`src/rtl/hsm_pkg.sv`:
```
package hsm_pkg;
  localparam int LADDR_W = 2;

  typedef enum logic [LADDR_W-1:0] {
    LA_INBOX  = 2'd0,
    LA_OUTBOX = 2'd1,
    LA_STATUS = 2'd2,
    LA_CONTROL = 2'd3
  } loc_addr_e;

  // status byte bit positions
  localparam int ST_IBF = 0;
  localparam int ST_OBF = 1;
  localparam int ST_TAG = 2;
  localparam int ST_ACK = 3;

  // control byte bit positions
  localparam int CT_EN  = 0;
  localparam int CT_IE  = 1;
  localparam int CT_DMA = 2;
  localparam int CT_DRQ = 3;
  localparam int CT_W   = 4;
endpackage

```
`src/rtl/hsm_sync.sv`:
```
module hsm_sync #(
  parameter int STAGES = 2
) (
  input  logic clk,
  input  logic rst,
  input  logic async_in,
  output logic level
);
  logic [STAGES-1:0] sh;

  always_ff @(posedge clk) begin
    if (rst) sh <= '0;
    else     sh <= {sh[STAGES-2:0], async_in};
  end

  assign level = sh[STAGES-1];
endmodule

```
`src/rtl/hsm_mailbox.sv`:
```
module hsm_mailbox #(
  parameter int DW = 8
) (
  input  logic          clk,
  input  logic          rst,
  input  logic          en,
  input  logic          host_wr_done,
  input  logic          host_wr_a0,
  input  logic [DW-1:0] host_wdata,
  input  logic          host_ob_rd,
  input  logic          loc_in_rd,
  input  logic          loc_out_wr,
  input  logic [DW-1:0] loc_wdata,
  output logic [DW-1:0] inbox,
  output logic [DW-1:0] outbox,
  output logic          ibf,
  output logic          obf,
  output logic          tag,
  output logic          ibf_set
);
  logic out_ok;

  assign ibf_set = en & host_wr_done & ~ibf;
  assign out_ok  = en & loc_out_wr & ~obf;

  always_ff @(posedge clk) begin
    if (rst) begin
      inbox  <= '0;
      outbox <= '0;
      tag    <= 1'b0;
      ibf    <= 1'b0;
      obf    <= 1'b0;
    end else begin
      if (ibf_set) begin
        inbox <= host_wdata;
        tag   <= host_wr_a0;
      end
      if (out_ok) outbox <= loc_wdata;

      if (!en)            ibf <= 1'b0;
      else if (ibf_set)   ibf <= 1'b1;
      else if (loc_in_rd) ibf <= 1'b0;

      if (!en)             obf <= 1'b0;
      else if (out_ok)     obf <= 1'b1;
      else if (host_ob_rd) obf <= 1'b0;
    end
  end

  AST_INBOX_LOCKED: assert property (@(posedge clk) disable iff (rst)
    ibf && host_wr_done |=> $stable(inbox) && $stable(tag));
  AST_OUTBOX_LOCKED: assert property (@(posedge clk) disable iff (rst)
    obf && loc_out_wr |=> $stable(outbox));
  AST_FLAGS_IDLE: assert property (@(posedge clk) disable iff (rst)
    !en |=> !ibf && !obf);
  AST_OUTBOX_DRAIN: assert property (@(posedge clk) disable iff (rst)
    en && host_ob_rd && (obf || !loc_out_wr) |=> !obf);
endmodule

```
`src/rtl/hsm_ctrl.sv`:
```
module hsm_ctrl
  import hsm_pkg::*;
(
  input  logic            clk,
  input  logic            rst,
  input  logic            ctl_wr,
  input  logic [CT_W-1:0] ctl_fields,
  input  logic            ibf_set,
  output logic            en,
  output logic            ie,
  output logic            dma,
  output logic            drq,
  output logic            irq
);
  always_ff @(posedge clk) begin
    if (rst) begin
      en  <= 1'b0;
      ie  <= 1'b0;
      dma <= 1'b0;
      drq <= 1'b0;
      irq <= 1'b0;
    end else begin
      irq <= ibf_set & ie;
      if (ctl_wr) begin
        en  <= ctl_fields[CT_EN];
        ie  <= ctl_fields[CT_IE];
        dma <= ctl_fields[CT_DMA] & ctl_fields[CT_EN];
        drq <= ctl_fields[CT_DRQ] & ctl_fields[CT_DMA] & ctl_fields[CT_EN] & dma;
      end
    end
  end

  AST_DRQ_IN_MODE: assert property (@(posedge clk) disable iff (rst)
    drq |-> dma && en);
  AST_DMA_ENTRY_LOW: assert property (@(posedge clk) disable iff (rst)
    ctl_wr && !dma && ctl_fields[CT_DMA] |=> !drq);
  AST_IRQ_GATED: assert property (@(posedge clk) disable iff (rst)
    irq |-> $past(ie));
endmodule

```
`src/rtl/hsm_port.sv`:
```
module hsm_port
  import hsm_pkg::*;
#(
  parameter int DW          = 8,
  parameter int SYNC_STAGES = 2
) (
  input  logic               clk,
  input  logic               rst,
  input  logic               host_cs_n,
  input  logic               host_rd_n,
  input  logic               host_wr_n,
  input  logic               host_a0,
  input  logic [DW-1:0]      host_din,
  output logic [DW-1:0]      host_dout,
  output logic               host_doe,
  input  logic [LADDR_W-1:0] loc_addr,
  input  logic               loc_rd,
  input  logic               loc_wr,
  input  logic [DW-1:0]      loc_wdata,
  output logic [DW-1:0]      loc_rdata,
  output logic               ibf_irq,
  output logic               dma_req,
  input  logic               dma_ack_n
);
  localparam int NSYNC = 3; // 0 read strobe, 1 write strobe, 2 acknowledge

  logic [NSYNC-1:0] raw_act, lvl;
  logic [1:0]       lvl_q, done;
  logic             a0_q;
  logic [DW-1:0]    din_q;

  assign raw_act = {~dma_ack_n, ~host_cs_n & ~host_wr_n, ~host_cs_n & ~host_rd_n};

  for (genvar g = 0; g < NSYNC; g++) begin : g_sync
    hsm_sync #(.STAGES(SYNC_STAGES)) u_sync (
      .clk(clk), .rst(rst), .async_in(raw_act[g]), .level(lvl[g])
    );
  end

  always_ff @(posedge clk) begin
    if (rst) begin
      lvl_q <= '0;
      a0_q  <= 1'b0;
      din_q <= '0;
    end else begin
      lvl_q <= lvl[1:0];
      a0_q  <= host_a0;
      din_q <= host_din;
    end
  end

  assign done = lvl_q & ~lvl[1:0];

  logic          en, ie, dma, drq, irq;
  logic          ibf, obf, tag, ibf_set;
  logic [DW-1:0] inbox, outbox, status, control;
  logic          loc_in_rd, loc_out_wr, ctl_wr, host_ob_rd;

  assign loc_in_rd  = loc_rd & (loc_addr == LA_INBOX);
  assign loc_out_wr = loc_wr & (loc_addr == LA_OUTBOX);
  assign ctl_wr     = loc_wr & (loc_addr == LA_CONTROL);
  assign host_ob_rd = done[0] & ~a0_q;

  hsm_mailbox #(.DW(DW)) u_mbox (
    .clk(clk), .rst(rst), .en(en),
    .host_wr_done(done[1]), .host_wr_a0(a0_q), .host_wdata(din_q),
    .host_ob_rd(host_ob_rd), .loc_in_rd(loc_in_rd), .loc_out_wr(loc_out_wr),
    .loc_wdata(loc_wdata), .inbox(inbox), .outbox(outbox),
    .ibf(ibf), .obf(obf), .tag(tag), .ibf_set(ibf_set)
  );

  hsm_ctrl u_ctrl (
    .clk(clk), .rst(rst), .ctl_wr(ctl_wr), .ctl_fields(loc_wdata[CT_W-1:0]),
    .ibf_set(ibf_set), .en(en), .ie(ie), .dma(dma), .drq(drq), .irq(irq)
  );

  always_comb begin
    status = '0;
    status[ST_IBF] = ibf;
    status[ST_OBF] = obf;
    status[ST_TAG] = tag;
    status[ST_ACK] = lvl[2];
    control = '0;
    control[CT_EN]  = en;
    control[CT_IE]  = ie;
    control[CT_DMA] = dma;
    control[CT_DRQ] = drq;
  end

  always_ff @(posedge clk) begin
    if (rst) begin
      host_dout <= '0;
      host_doe  <= 1'b0;
      loc_rdata <= '0;
    end else begin
      host_dout <= host_a0 ? status : outbox;
      host_doe  <= ~host_cs_n & ~host_rd_n;
      if (loc_rd) begin
        case (loc_addr)
          LA_INBOX:  loc_rdata <= inbox;
          LA_OUTBOX: loc_rdata <= outbox;
          LA_STATUS: loc_rdata <= status;
          default:   loc_rdata <= control;
        endcase
      end
    end
  end

  assign ibf_irq = irq;
  assign dma_req = drq;

  AST_IRQ_WITH_FLAG: assert property (@(posedge clk) disable iff (rst)
    ibf_irq |-> ibf);
  AST_STATUS_READ_QUIET: assert property (@(posedge clk) disable iff (rst)
    done[0] && a0_q && !done[1] && !loc_in_rd && !loc_out_wr && !ctl_wr
    |=> $stable(ibf) && $stable(obf));
  AST_SINGLE_DONE: assert property (@(posedge clk) disable iff (rst)
    done[1] |=> !done[1]);
endmodule

```
`config.mk`:
```
export PLATFORM = sky130hd
export DESIGN_NAME = hsm_port
export DESIGN_NICKNAME = d
export VERILOG_FILES = /design/src/rtl/hsm_pkg.sv /design/src/rtl/hsm_sync.sv /design/src/rtl/hsm_mailbox.sv /design/src/rtl/hsm_ctrl.sv /design/src/rtl/hsm_port.sv
export SDC_FILE = /design/constraint.sdc
export NUM_CORES = 1
export LEC_CHECK = 0
export BUFFER_PORTS_ARGS = -buffer_cell sky130_fd_sc_hd__buf_2
export CAP_MARGIN = 30
export CELL_PAD_IN_SITES_DETAIL_PLACEMENT = 0
export CELL_PAD_IN_SITES_GLOBAL_PLACEMENT = 1
export CORE_MARGIN = 8
export CORE_UTILIZATION = 40
export DETAILED_ROUTE_END_ITERATION = 8
export PLACE_DENSITY = 0.8
export SLEW_MARGIN = 20
export SYNTH_ARGS = -nofsm -noshare
export SYNTH_HDL_FRONTEND = slang
export SYNTH_SLANG_ARGS = --single-unit
export TNS_END_PERCENT = 100
```
`constraint.sdc`:
```
create_clock -name clk -period 1.56 [get_ports clk]
set_input_delay 0.312 -clock clk [delete_from_list [all_inputs] [get_ports clk]]
set_output_delay 0.312 -clock clk [all_outputs]
set_load 0.03 [all_outputs]
```
==> out/results.txt <==
The flow ran to the end, and the final reports show no timing, DRC or antenna violations. After synthesis the netlist holds a flip-flop and latch count of 57. The tools report the kind of start point of the critical path as a flop.

The height of the chip came out at 89.0 um. The worst slew margin relative to its limit was 0.754; the fraction of layout instances using a drive strength above 1 was 0.309. The run gives 0.603 mV as the maximum vdd drop.

Yosys printed 0 warnings. For the met2 track demand over resource, the log shows 0.156. Power spread over the standard cell area amounts to 1090 mW/mm2. For this design the static power due to leakage is 0.00110 uW.

The number of violations of the max-capacitance limit came out at 0. The synthesized netlist contains 29 unique library cells. The maximum clock insertion buffer count came out at 2. Buffers added to address setup during post-CTS repair amount to 0.

The total number of nets in the final design came out at 282. The max-slew violation total from the final report is 0, and the post-detailed-route DRC marker count is 0. The overall overflow remaining after global route came out at 0. For this design, the sink count on the clock tree is 57. The smallest clock period supported by the final layout is computed as 1.22 ns. The H-tree was split into 3 levels.

Along the worst path, the maximum fanout reaches 8. The post-route setup TNS was 0 ns; the number of port buffers was 45. 0 antenna diodes ended up in the layout. The share of the core filled with cells is 0.510.

On the final layout, the worst clock skew is 0.00747 ns. For the sequential element share of the synthesized area, the log shows 0.536. The cell area that synthesis handed to floorplanning was 0.00213 mm2. The run gives 0 as the count of hold-fix buffers inserted at cts.

Clock tree synthesis inserted a total of 9 buffers. After detailed routing, the number of vias per cell comes to 4.48. At the pin with the least slew margin, the transition time is 0.364 ns.

TritonCTS built the clock tree. The tightest hold path in the finished design has a slack of 0.128 ns. The run gives 0.153 as the met1 routing resource usage after global routing.

After legalization and detailed placement, the total HPWL measured 3020 um. Compared with the post-synthesis result, the final layout area differs by 23.1%. The type of the most critical hold path is primary input to flop. Setup repair after global routing left no endpoint under its margin. The classification of the worst setup path is flop to flop.

For the number of DRC markers in iteration 0, the log shows 76. Setup violations remaining at the end of the flow were counted as 0. After synthesis, the mean cell area works out to 10.4 um2. The horizontal die dimension works out to 89.0 um. The run gives 1.48 ns as the worst endpoint data arrival time. Data on the critical path is required at its endpoint by 1.82 ns. After filler insertion, the fill cell instance count of the layout stands at 519. The floorplan step defined a die boundary enclosing 0.00792 mm2.

The final clock period utilization by the worst path is 0.784, and the clock insertion delay at the later pin of the skew report is 0.33 ns. The logs give 0.114 for the global routing usage summed across all routing layers and 46 for the I/O pin count. The layer flagged by global routing as most heavily used is met2. The pre-antenna-repair detailed-routing pass consisted of 4 iterations. Timing would allow up to 818 MHz. The final layout contains routed wiring with a total length of 4040 um. In this run the core area contains 26 standard-cell rows. The met3 usage in global routing was 0.0377.

The number of global-route vias before repair was 1,464. In the final routed layout, each cell accounts on average for 12.3 um. Clock tree root buffer cell: sky130_fd_sc_hd__clkbuf_8.

The logs give 204 for the number of instances in the synthesized netlist and 0 for the number of nets with antenna violations after detailed routing. At the end of routability-driven placement, the weighted congestion stood at 0.762. Post-CTS repair changed the size of 0 cells. The tools report the number of failing hold endpoints at the final stage as 0. The endpoint kind of the worst setup timing path is a flop.

Entering global routing, the biggest net connects 20 pins. The total area inside the core boundary comes to 0.00514 mm2. The routed layout has 1,473 vias. The post-CTS clock slew at the launch and capture registers of the worst setup and hold paths works out to 0.06 ns. The first global-routing pass estimated 6840 um of wire. The number of nets handed over by synthesis was 231. The initial antenna violation count came out at 0. The initial core utilization was 0.415.
## critical path: stages (launching register included)
cell	delay (ns)
sky130_fd_sc_hd__dfxtp_1	0.42
sky130_fd_sc_hd__nor4bb_1	0.34
sky130_fd_sc_hd__buf_4	0.23
sky130_fd_sc_hd__nand2_1	0.07
sky130_fd_sc_hd__a21oi_1	0.11
## cell type report
type | count | area (um2) | share of cell area
Sequential cell | 57 | 1140 | 0.435
Clock inverter | 3 | 15.0 | 0.00573
Tap cell | 70 | 87.6 | 0.0334
Inverter | 1 | 3.75 | 0.00143
Multi-Input combinational cell | 134 | 920 | 0.351
Clock buffer | 12 | 165 | 0.0630
Timing Repair Buffer | 52 | 290 | 0.111
## path summary, 6_finish.rpt
| check | slack (ns) | from | to | cells past startpoint |
|---|---|---|---|---|
| min reg2reg | 0.43 | din_q[0] | u_mbox.inbox[0] | 2 |
| max reg2reg | 0.34 | u_ctrl.en | u_mbox.inbox[6] | 4 |
| min | 0.13 | dma_ack_n | g_sync[2].u_sync.sh[0] | 2 |
| max | 0.34 | u_ctrl.en | u_mbox.inbox[6] | 4 |
## layout by cell type (no fill, tap or decap), drive strengths merged, types with 2 or more instances in the layout
cell / count
mux2i: 18
nor2: 17
clkinv: 3
mux2: 4
nand2: 22
nor3: 2
and2: 4
a21oi: 16
clkbuf: 12
mux4: 4
nand2b: 18
buf: 52
nor2b: 19
dfxtp: 57
## per-layer routing
| layer | share of wire | up-vias |
|---|---|---|
| met5 | 0 | - |
| met4 | 0.022 | 0 |
| met3 | 0.067 | 10 |
| met2 | 0.40 | 37 |
| met1 | 0.52 | 648 |
| li1 | - | 778 |
## state kept, by name, summed over array words and instances, names as in the netlist, 2 cells and up
| register | flops |
|---|---|
| loc_rdata | 8 |
| lvl_q | 2 |
| u_mbox.outbox | 8 |
| g_sync.u_sync.sh | 6 |
| host_dout | 8 |
| u_mbox.inbox | 8 |
| din_q | 8 |
## power breakdown
| group | leakage [uW] | internal (uW) | switching, uW |
|---|---|---|---|
| Combinational | 0.000541 | 73.4 | 73.0 |
| Clock | 0.0000980 | 688 | 536 |
| Sequential | 0.000463 | 1480 | 9.91 |
| Total | 0.00110 | 2240 | 619 |
## metrics by stage
step           setup WS, ns  total power, uW  instance area [um2]  instances
2_1_floorplan         0.334             1610                 2130        204
3_3_place_gp          0.198             1670                 2440        314
3_5_place_dp          0.168             1670                 2440        314
4_1_cts               0.328             2890                 2620        329
5_1_grt               0.187             2990                 2620        329
6_report              0.337             2860                 2620        329
## Yosys cell counts, drive strengths merged
library cell | instances | area, um2
a21oi | 16 | 83.8
and2 | 4 | 25.0
buf | 6 | 43.8
clkbuf | 6 | 22.5
dfxtp | 57 | 1140
inv | 1 | 3.75
mux2 | 4 | 45.0
mux2i | 18 | 180
mux4 | 4 | 93.8
nand2 | 22 | 82.6
nand2b | 18 | 113
nand3 | 1 | 17.5
nand4b | 1 | 8.76
nand4bb | 1 | 11.3
nor2 | 17 | 71.3
nor2b | 19 | 119
nor3 | 2 | 10.0
nor3b | 1 | 7.51
nor4bb | 1 | 10.0
o21ai | 1 | 5.00
o21ba | 1 | 10.0
o31a | 1 | 8.76
or2 | 1 | 6.26
or3 | 1 | 11.3
## cell families (layout without fill, tap and decap cells)
family / Yosys count / after routing / share of synthesized area
AO/OA/AOI/OAI: 19 / 19 / 0.0505
buffers and inverters: 13 / 68 / 0.0329
flip-flops: 57 / 57 / 0.536
multiplexers: 26 / 26 / 0.150
AND/OR/NAND/NOR: 89 / 89 / 0.231
Note: power is estimated with default switching activity, not from simulation.
